`src/rtl/dram_lane_pkg.sv`:
```
package dram_lane_pkg;

    localparam int unsigned LANES = 2;

    typedef enum logic [2:0] {
        ST_PAUSE,
        ST_IDLE,
        ST_ROW,
        ST_COL,
        ST_PRE,
        ST_CBR_CAS,
        ST_CBR_RAS
    } seq_state_e;

    typedef enum logic {
        ADDR_ROW = 1'b0,
        ADDR_COL = 1'b1
    } addr_sel_e;

    typedef struct packed {
        logic ras_n;
        logic lcas_n;
        logic ucas_n;
        logic we_n;
        logic oe_n;
    } strobe_t;

    localparam strobe_t STROBE_IDLE = '{ras_n: 1'b1, lcas_n: 1'b1, ucas_n: 1'b1,
                                        we_n: 1'b1, oe_n: 1'b1};

    function automatic int unsigned max2(input int unsigned a, input int unsigned b);
        return (a > b) ? a : b;
    endfunction

endpackage

```
`src/rtl/dlc_refresh_timer.sv`:
```
module dlc_refresh_timer
    import dram_lane_pkg::*;
#(
    parameter int unsigned T_REFI = 3900
) (
    input  logic clk,
    input  logic rst,
    input  logic enable,
    input  logic take,
    output logic pending
);
    localparam int unsigned CW = $clog2(T_REFI + 1);

    logic [CW-1:0] cnt_q;
    logic          pend_q;
    logic          wrap;

    assign wrap    = enable && (cnt_q == CW'(T_REFI - 1));
    assign pending = pend_q;

    always_ff @(posedge clk) begin
        if (rst) begin
            cnt_q  <= '0;
            pend_q <= 1'b0;
        end else begin
            if (!enable || wrap) cnt_q <= '0;
            else                 cnt_q <= cnt_q + 1'b1;
            pend_q <= (pend_q && !take) || wrap;
        end
    end

    // A due refresh is only dropped when the sequencer takes it
    p_pending_held_r9: assert property (@(posedge clk) disable iff (rst)
        (pending && !take) |=> pending);

endmodule

```
`src/rtl/dlc_sequencer.sv`:
```
module dlc_sequencer
    import dram_lane_pkg::*;
#(
    parameter int unsigned T_PAUSE   = 50000,
    parameter int unsigned INIT_REFS = 8,
    parameter int unsigned T_RP      = 8,
    parameter int unsigned T_RCD     = 4,
    parameter int unsigned T_CAS     = 3,
    parameter int unsigned T_CP      = 3,
    parameter int unsigned T_RAC     = 12,
    parameter int unsigned T_CSR     = 2,
    parameter int unsigned T_RAS     = 12
) (
    input  logic        clk,
    input  logic        rst,
    input  logic        host_req,
    input  logic        host_we,
    input  logic [1:0]  host_be,
    input  logic        ref_pending,
    output logic        ref_take,
    output logic        init_done,
    output logic        latch_req,
    output strobe_t     strobes,
    output addr_sel_e   addr_sel,
    output logic        drive_en,
    output logic        capture,
    output logic        ack
);
    localparam int unsigned T_COL  = max2(T_CAS, T_RAC - T_RCD + 1);
    localparam int unsigned T_PRE  = max2(T_RP, T_CP);
    localparam int unsigned CMAX   = max2(max2(max2(T_PAUSE, T_COL), max2(T_RCD, T_PRE)),
                                          max2(T_CSR, T_RAS));
    localparam int unsigned CNT_W  = $clog2(CMAX + 1);
    localparam int unsigned AGE_W  = $clog2(T_RCD + T_COL + 1);
    localparam int unsigned INIT_W = $clog2(INIT_REFS + 1);

    seq_state_e        state_q;
    logic [CNT_W-1:0]  cnt_q;
    logic [AGE_W-1:0]  age_q;
    logic [INIT_W-1:0] init_left_q;
    logic              we_q;
    logic [1:0]        be_q;
    logic              ack_q;
    logic              init_done_q;
    logic              cnt_zero;

    assign cnt_zero  = (cnt_q == '0);
    assign init_done = init_done_q;
    assign ack       = ack_q;
    assign ref_take  = (state_q == ST_IDLE) && ref_pending;
    assign latch_req = (state_q == ST_IDLE) && !ref_pending && host_req;

    always_ff @(posedge clk) begin
        if (rst) begin
            state_q     <= ST_PAUSE;
            cnt_q       <= CNT_W'(T_PAUSE - 1);
            age_q       <= '0;
            init_left_q <= INIT_W'(INIT_REFS);
            we_q        <= 1'b0;
            be_q        <= 2'b00;
            ack_q       <= 1'b0;
            init_done_q <= 1'b0;
        end else begin
            ack_q <= 1'b0;
            if (state_q == ST_ROW || state_q == ST_COL) age_q <= age_q + 1'b1;
            else                                         age_q <= '0;
            if (!cnt_zero) cnt_q <= cnt_q - 1'b1;
            unique case (state_q)
                ST_PAUSE: if (cnt_zero) begin
                    state_q <= ST_CBR_CAS;
                    cnt_q   <= CNT_W'(T_CSR - 1);
                end
                ST_IDLE: begin
                    if (ref_pending) begin
                        state_q <= ST_CBR_CAS;
                        cnt_q   <= CNT_W'(T_CSR - 1);
                        we_q    <= 1'b0;
                    end else if (host_req) begin
                        state_q <= ST_ROW;
                        cnt_q   <= CNT_W'(T_RCD - 1);
                        we_q    <= host_we;
                        be_q    <= host_be;
                    end
                end
                ST_ROW: if (cnt_zero) begin
                    state_q <= ST_COL;
                    cnt_q   <= CNT_W'(T_COL - 1);
                end
                ST_COL: if (cnt_zero) begin
                    state_q <= ST_PRE;
                    cnt_q   <= CNT_W'(T_PRE - 1);
                    ack_q   <= 1'b1;
                end
                ST_CBR_CAS: if (cnt_zero) begin
                    state_q <= ST_CBR_RAS;
                    cnt_q   <= CNT_W'(T_RAS - 1);
                end
                ST_CBR_RAS: if (cnt_zero) begin
                    state_q <= ST_PRE;
                    cnt_q   <= CNT_W'(T_PRE - 1);
                    if (!init_done_q && init_left_q != '0) init_left_q <= init_left_q - 1'b1;
                end
                ST_PRE: if (cnt_zero) begin
                    if (!init_done_q && init_left_q != '0) begin
                        state_q <= ST_CBR_CAS;
                        cnt_q   <= CNT_W'(T_CSR - 1);
                    end else begin
                        state_q     <= ST_IDLE;
                        init_done_q <= 1'b1;
                    end
                end
                default: state_q <= ST_IDLE;
            endcase
        end
    end

    always_comb begin
        strobes  = STROBE_IDLE;
        addr_sel = ADDR_ROW;
        drive_en = 1'b0;
        capture  = 1'b0;
        unique case (state_q)
            ST_ROW: begin
                strobes.ras_n = 1'b0;
                strobes.we_n  = !we_q;
                strobes.oe_n  = we_q;
                drive_en      = we_q;
            end
            ST_COL: begin
                strobes.ras_n  = 1'b0;
                strobes.lcas_n = !be_q[0];
                strobes.ucas_n = !be_q[1];
                strobes.we_n   = !we_q;
                strobes.oe_n   = we_q;
                addr_sel       = ADDR_COL;
                drive_en       = we_q;
                capture        = !we_q && (age_q == AGE_W'(T_RAC));
            end
            ST_PRE:     strobes.we_n = !we_q;
            ST_CBR_CAS: begin
                strobes.lcas_n = 1'b0;
                strobes.ucas_n = 1'b0;
            end
            ST_CBR_RAS: begin
                strobes.ras_n  = 1'b0;
                strobes.lcas_n = 1'b0;
                strobes.ucas_n = 1'b0;
            end
            default: ;
        endcase
    end

    // No acknowledge until start-up refreshes are complete
    p_no_ack_in_init_r1: assert property (@(posedge clk) disable iff (rst)
        !init_done_q |-> !ack_q);

    // Acknowledge is a single-cycle pulse
    p_ack_single_r5: assert property (@(posedge clk) disable iff (rst)
        ack_q |=> !ack_q);

    // Write strobe frozen across a continuous row-low period
    p_we_hold_r8: assert property (@(posedge clk) disable iff (rst)
        (!strobes.ras_n && $past(!strobes.ras_n)) |-> $stable(strobes.we_n));

    // Column strobe falling with row high is a refresh: both lanes together
    p_cbr_both_lanes_r10: assert property (@(posedge clk) disable iff (rst)
        ($fell(strobes.lcas_n) && strobes.ras_n) |-> !strobes.ucas_n);

endmodule

```
`src/rtl/dlc_datapath.sv`:
```
module dlc_datapath
    import dram_lane_pkg::*;
#(
    parameter int unsigned ROW_W  = 12,
    parameter int unsigned COL_W  = 10,
    parameter int unsigned LANE_W = 8
) (
    input  logic                                clk,
    input  logic                                rst,
    input  logic                                latch_req,
    input  logic [ROW_W+COL_W-1:0]              host_addr,
    input  logic [LANES*LANE_W-1:0]             host_wdata,
    input  logic [LANES-1:0]                    host_be,
    input  addr_sel_e                           addr_sel,
    input  logic                                drive_en,
    input  logic                                capture,
    input  logic [LANES*LANE_W-1:0]             dq_in,
    output logic [max2(ROW_W, COL_W)-1:0]       dram_addr,
    output logic [LANES*LANE_W-1:0]             dq_out,
    output logic                                dq_oe,
    output logic [LANES*LANE_W-1:0]             rdata
);
    localparam int unsigned ADDR_W = ROW_W + COL_W;
    localparam int unsigned MA_W   = max2(ROW_W, COL_W);

    logic [ADDR_W-1:0]          addr_q;
    logic [LANES*LANE_W-1:0]    wdata_q;
    logic [LANES-1:0]           be_q;
    logic [MA_W-1:0]            row_addr;
    logic [MA_W-1:0]            col_addr;

    always_ff @(posedge clk) begin
        if (rst) begin
            addr_q  <= '0;
            wdata_q <= '0;
            be_q    <= '0;
        end else if (latch_req) begin
            addr_q  <= host_addr;
            wdata_q <= host_wdata;
            be_q    <= host_be;
        end
    end

    assign row_addr  = MA_W'(addr_q[ADDR_W-1 -: ROW_W]);
    assign col_addr  = MA_W'(addr_q[COL_W-1:0]);
    assign dram_addr = (addr_sel == ADDR_COL) ? col_addr : row_addr;
    assign dq_out    = wdata_q;
    assign dq_oe     = drive_en;

    for (genvar g = 0; g < LANES; g++) begin : g_lane
        logic [LANE_W-1:0] lane_q;
        always_ff @(posedge clk) begin
            if (rst)          lane_q <= '0;
            else if (capture) lane_q <= be_q[g] ? dq_in[g*LANE_W +: LANE_W] : '0;
        end
        assign rdata[g*LANE_W +: LANE_W] = lane_q;
    end

    // Write data held steady while driven onto the bus
    p_wdata_stable_r6: assert property (@(posedge clk) disable iff (rst)
        (dq_oe && $past(dq_oe)) |-> $stable(dq_out));

endmodule

```
`src/rtl/dram_lane_ctrl.sv`:
```
module dram_lane_ctrl
    import dram_lane_pkg::*;
#(
    parameter int unsigned ROW_W     = 12,
    parameter int unsigned COL_W     = 10,
    parameter int unsigned LANE_W    = 8,
    parameter int unsigned T_PAUSE   = 50000,
    parameter int unsigned INIT_REFS = 8,
    parameter int unsigned T_RP      = 8,
    parameter int unsigned T_RCD     = 4,
    parameter int unsigned T_CAS     = 3,
    parameter int unsigned T_CP      = 3,
    parameter int unsigned T_RAC     = 12,
    parameter int unsigned T_CSR     = 2,
    parameter int unsigned T_RAS     = 12,
    parameter int unsigned T_REFI    = 3900
) (
    input  logic                              clk,
    input  logic                              rst,
    input  logic                              host_req,
    input  logic                              host_we,
    input  logic [1:0]                        host_be,
    input  logic [ROW_W+COL_W-1:0]            host_addr,
    input  logic [2*LANE_W-1:0]               host_wdata,
    output logic                              host_ack,
    output logic [2*LANE_W-1:0]               host_rdata,
    output logic [max2(ROW_W, COL_W)-1:0]     dram_addr,
    output logic                              dram_ras_n,
    output logic                              dram_lcas_n,
    output logic                              dram_ucas_n,
    output logic                              dram_we_n,
    output logic                              dram_oe_n,
    output logic [2*LANE_W-1:0]               dram_dq_out,
    output logic                              dram_dq_oe,
    input  logic [2*LANE_W-1:0]               dram_dq_in
);
    logic      ref_pending;
    logic      ref_take;
    logic      init_done;
    logic      latch_req;
    strobe_t   strobes;
    addr_sel_e addr_sel;
    logic      drive_en;
    logic      capture;

    dlc_refresh_timer #(.T_REFI(T_REFI)) i_timer (
        .clk     (clk),
        .rst     (rst),
        .enable  (init_done),
        .take    (ref_take),
        .pending (ref_pending)
    );

    dlc_sequencer #(
        .T_PAUSE(T_PAUSE), .INIT_REFS(INIT_REFS), .T_RP(T_RP), .T_RCD(T_RCD),
        .T_CAS(T_CAS), .T_CP(T_CP), .T_RAC(T_RAC), .T_CSR(T_CSR), .T_RAS(T_RAS)
    ) i_seq (
        .clk         (clk),
        .rst         (rst),
        .host_req    (host_req),
        .host_we     (host_we),
        .host_be     (host_be),
        .ref_pending (ref_pending),
        .ref_take    (ref_take),
        .init_done   (init_done),
        .latch_req   (latch_req),
        .strobes     (strobes),
        .addr_sel    (addr_sel),
        .drive_en    (drive_en),
        .capture     (capture),
        .ack         (host_ack)
    );

    dlc_datapath #(.ROW_W(ROW_W), .COL_W(COL_W), .LANE_W(LANE_W)) i_dp (
        .clk        (clk),
        .rst        (rst),
        .latch_req  (latch_req),
        .host_addr  (host_addr),
        .host_wdata (host_wdata),
        .host_be    (host_be),
        .addr_sel   (addr_sel),
        .drive_en   (drive_en),
        .capture    (capture),
        .dq_in      (dram_dq_in),
        .dram_addr  (dram_addr),
        .dq_out     (dram_dq_out),
        .dq_oe      (dram_dq_oe),
        .rdata      (host_rdata)
    );

    assign dram_ras_n  = strobes.ras_n;
    assign dram_lcas_n = strobes.lcas_n;
    assign dram_ucas_n = strobes.ucas_n;
    assign dram_we_n   = strobes.we_n;
    assign dram_oe_n   = strobes.oe_n;

    // Bus released whenever the row strobe is high
    p_standby_hiz_r2: assert property (@(posedge clk) disable iff (rst)
        dram_ras_n |-> !dram_dq_oe);

endmodule

```
`config.mk`:
```
export PLATFORM = sky130hd
export DESIGN_NAME = dram_lane_ctrl
export DESIGN_NICKNAME = d
export VERILOG_FILES = /design/src/rtl/dram_lane_pkg.sv /design/src/rtl/dlc_refresh_timer.sv /design/src/rtl/dlc_sequencer.sv /design/src/rtl/dlc_datapath.sv /design/src/rtl/dram_lane_ctrl.sv
export SDC_FILE = /design/constraint.sdc
export NUM_CORES = 1
export LEC_CHECK = 0
export BUFFER_PORTS_ARGS = -buffer_cell sky130_fd_sc_hd__buf_2
export CORE_AREA = 2 2 92 94
export CTS_CLUSTER_DIAMETER = 120
export DETAILED_ROUTE_END_ITERATION = 10
export DIE_AREA = 0 0 94 96
export PLACE_DENSITY_LB_ADDON = 0.2
export SLEW_MARGIN = 20
export SYNTH_ARGS = -nofsm -noshare
export SYNTH_HDL_FRONTEND = slang
export SYNTH_SLANG_ARGS = --single-unit
```
`constraint.sdc`:
```
create_clock -name clk -period 3.2 [get_ports clk]
set_clock_uncertainty 0.05 [all_clocks]
set_input_delay 0.8 -clock clk [delete_from_list [all_inputs] [get_ports clk]]
set_output_delay 0.8 -clock clk [all_outputs]
set_load 0.1 [all_outputs]
```
==> impl_metrics.toml <==
[worst_setup_path]
cp_cell_sequence = "nor2b_1 -> nand2_2 -> mux2_2 -> buf_12"
cpMaxStageDelayCell = "dfxtp_1"
required_ns = 2.35
critPathArrivalTime_ns = 2.12
worst_path_dominant_cell_family = "flip-flops"
rrSetupSlack_ns = 0.78
worstSetupEndpointType = "output port"
worstPathBufferInverterCount = 1
critPathMaxStageDelay_ns = 0.66
cp-start-kind = "flip-flop"
worst-path-max-fanout = 17
crit_type = "flip-flop to output port"

[detailed_routing]
via_count = 3994
drt_wl_total_um = 10200
drc = 0
ant_nets = 0
wl_per_cell_um = 13.7
post_drt_via_cell_ratio = 5.35
drt_iter0_markers = 150
first_pass_iters = 6

[sta]
slew_headroom = 0.458
hold_violations = 0
worst_slew_pin_slew_ns = 0.813
min_period_ns = 2.97
rsz0062_at_grt = "false"
setup_ws_ns = 0.228
fin_crit_sh = 0.929
max_freq_mhz = 337
setup_viol = 0
drv_slew = 0
fin_tns_setup_ns = 0

[run_status]
status = "complete, no violations"

[cells_and_area]
fin_area_mm2 = 0.00532
antenna_cells = 0
syn_to_final_growth_pct = 20.1
final_nets = 705
fill_cells = 689
drive_gt1_frac = 0.238

[floorplanning]
start_util = 0.550
die_h_um = 96
dieWidth_um = 94
rows = 33
io_pins = 111
coreArea_mm2 = 0.00805
dieArea_mm2 = 0.00902

[global_routing]
antenna_found_initial = 0
grt_max_degree = 72
overflow = 0
grtUsageTotal = 0.227
grt_pass1_wl_um = 16300
grt_pass1_vias = 3657

[yosys]
synth_seq_cells = 101
ys_types = 55
avgSynthCellArea_um2 = 8.14
ys_warn_count = 0
yosys-top-cells-count = "120 x nand2_1, 101 x dfxtp_1, 71 x a21oi_1"
yosysMostFrequentCell = "nand2_1"
syn_nets = 612
syn_inst = 544
synth_area_leaders = "dfxtp_1 46%, nand2_1 10%, a21oi_1 8.0%"
synthFlopType = "dfxtp_1"
synth.cell_area_mm2 = 0.00443
synth_edf_count = 0
synth_top_area_frac = 0.456
synthArstFlopShare = 0
yosysTopAreaCell = "dfxtp_1"
ys_seq_area_frac = 0.456

[power]
powerDensity_mw_per_mm2 = 386
leakage_nw = 2.00
vdd_drop_max_mv = 0.223
power_frac_seq = 0.615
combPwrFrac = 0.036
p_switching_mw = 0.477
p_int_mw = 1.58
pwr-share-clk = 0.349
swShare = 0.232

[worst_hold_path]
holdCritPathClass = "flip-flop to flip-flop"

[clock_network]
clock_path_buffers = 2
clk_pin_slew_ns = 0.09
cts_tree = "done"
cts_buffers = 9
hold_buffers = 0
cts_max_level = 3
worstSkewPairLatency_ns = 0.36
cts_setup_buffers = 0
cts-resized-gates = 0
root_buffer = "clkbuf_8"
clock_sinks = 101

[placed_design]
io_buffers = 110
placed_area_mm2 = 0.00515
dp_hpwl_um = 7210
dp_slack_ns = 0.488
gp_congestion = 0.874

[run]
drv_cap = 0
kinds of logic after synthesis:
kind of cell / Yosys count / synth area share
xor gates and xnor gates: 26 / 0.0514
buffers and inverters: 45 / 0.0452
AOI/OAI and AO/OA: 109 / 0.139
adders and majority gates: 8 / 0.0226
muxes: 12 / 0.0299
DFF: 101 / 0.456
and+or+nand+nor: 243 / 0.256
final timing paths:
path                                         startpoint                                     to  cells past startpoint
hold / removal    i_dp.g_lane[1].lane_q[5]$_SDFFE_PP0P_  i_dp.g_lane[1].lane_q[5]$_SDFFE_PP0P_                      2
setup / recovery          i_seq.state_q[1]$_SDFFE_PP0P_                           dram_addr[6]                      4
setup reg to reg              i_seq.cnt_q[0]$_SDFF_PP1_             i_seq.cnt_q[10]$_SDFF_PP0_                      8
hold reg to reg   i_dp.g_lane[1].lane_q[5]$_SDFFE_PP0P_  i_dp.g_lane[1].lane_q[5]$_SDFFE_PP0P_                      2
metrics by stage:
stage                     power [mW]   util  instances  hold WS, ns
final                           2.06  0.661        747        0.406
after global routing            2.14  0.661        747        0.421
after CTS                       2.08  0.661        747        0.405
after detailed placement        1.37  0.640        731        0.392
after global placement          1.36  0.640        731        0.379
after floorplan                 1.32      -        544        0.368
power by group through the flow:
| stage | clock (mW) | sequential, mW | combinational, mW |
|---|---|---|---|
| CTS | 0.739 | 1.26 | 0.0743 |
| detailed placement | 0 | 1.29 | 0.0738 |
| global route | 0.793 | 1.26 | 0.0817 |
| global placement | 0 | 1.29 | 0.0731 |
| finish | 0.718 | 1.26 | 0.0741 |
| floorplan | 0 | 1.29 | 0.0303 |
worst min-delay path: cells and delay by family, from the launching register on:
family,cells,cell delay (ns)
compound gates,1,0.05
flops,1,0.32
simple gates,1,0.05
cell type report:
class                      count  area (um^2)  area share
inverter                      11         41.3     0.00776
clock buffer                  11          131      0.0247
tap                          105          131      0.0247
clock inverter                 5         37.5     0.00705
timing repair buffer         116          746       0.140
sequential                   101         2020       0.380
multi-input combinational    398         2210       0.416
flip-flops by register name, indices dropped and copies added (netlist names):
signal,count
i_dp.addr_q,22
i_dp.be_q,2
i_dp.dq_out,16
i_dp.g_lane.lane_q,16
i_seq.ack,1
i_seq.age_q,4
i_seq.be_q,2
i_seq.cnt_q,16
i_seq.init_done,1
i_seq.init_left_q,4
i_seq.state_q,3
i_seq.we_q,1
i_timer.cnt_q,12
i_timer.pending,1
metal layers:
layer / up-vias / track usage / share of wire
met4: 0 / 0.0531 / 0.010
met5: - / 0 / 0
met2: 113 / 0.376 / 0.48
met1: 1835 / 0.288 / 0.44
li1: 2035 / - / -
met3: 11 / 0.0783 / 0.069
cell usage in the layout (no fill, tap or decap), drive strengths merged, types with 3 or more instances in the layout:
| cell | n |
|---|---|
| nand2 | 120 |
| buf | 116 |
| dfxtp | 101 |
| a21oi | 72 |
| nor2 | 37 |
| nand3 | 26 |
| o21ai | 20 |
| nor3 | 13 |
| xor2 | 13 |
| xnor2 | 13 |
| inv | 11 |
| clkbuf | 11 |
| mux2 | 10 |
| ha | 8 |
| nor4 | 5 |
| and2 | 5 |
| nand4 | 5 |
| or4 | 5 |
| nor2b | 4 |
| nand2b | 4 |
| or3 | 3 |
| nor4b | 3 |
| or2 | 3 |
| a21boi | 3 |
| clkinv | 3 |
Note: power is estimated with default switching activity, not from simulation.
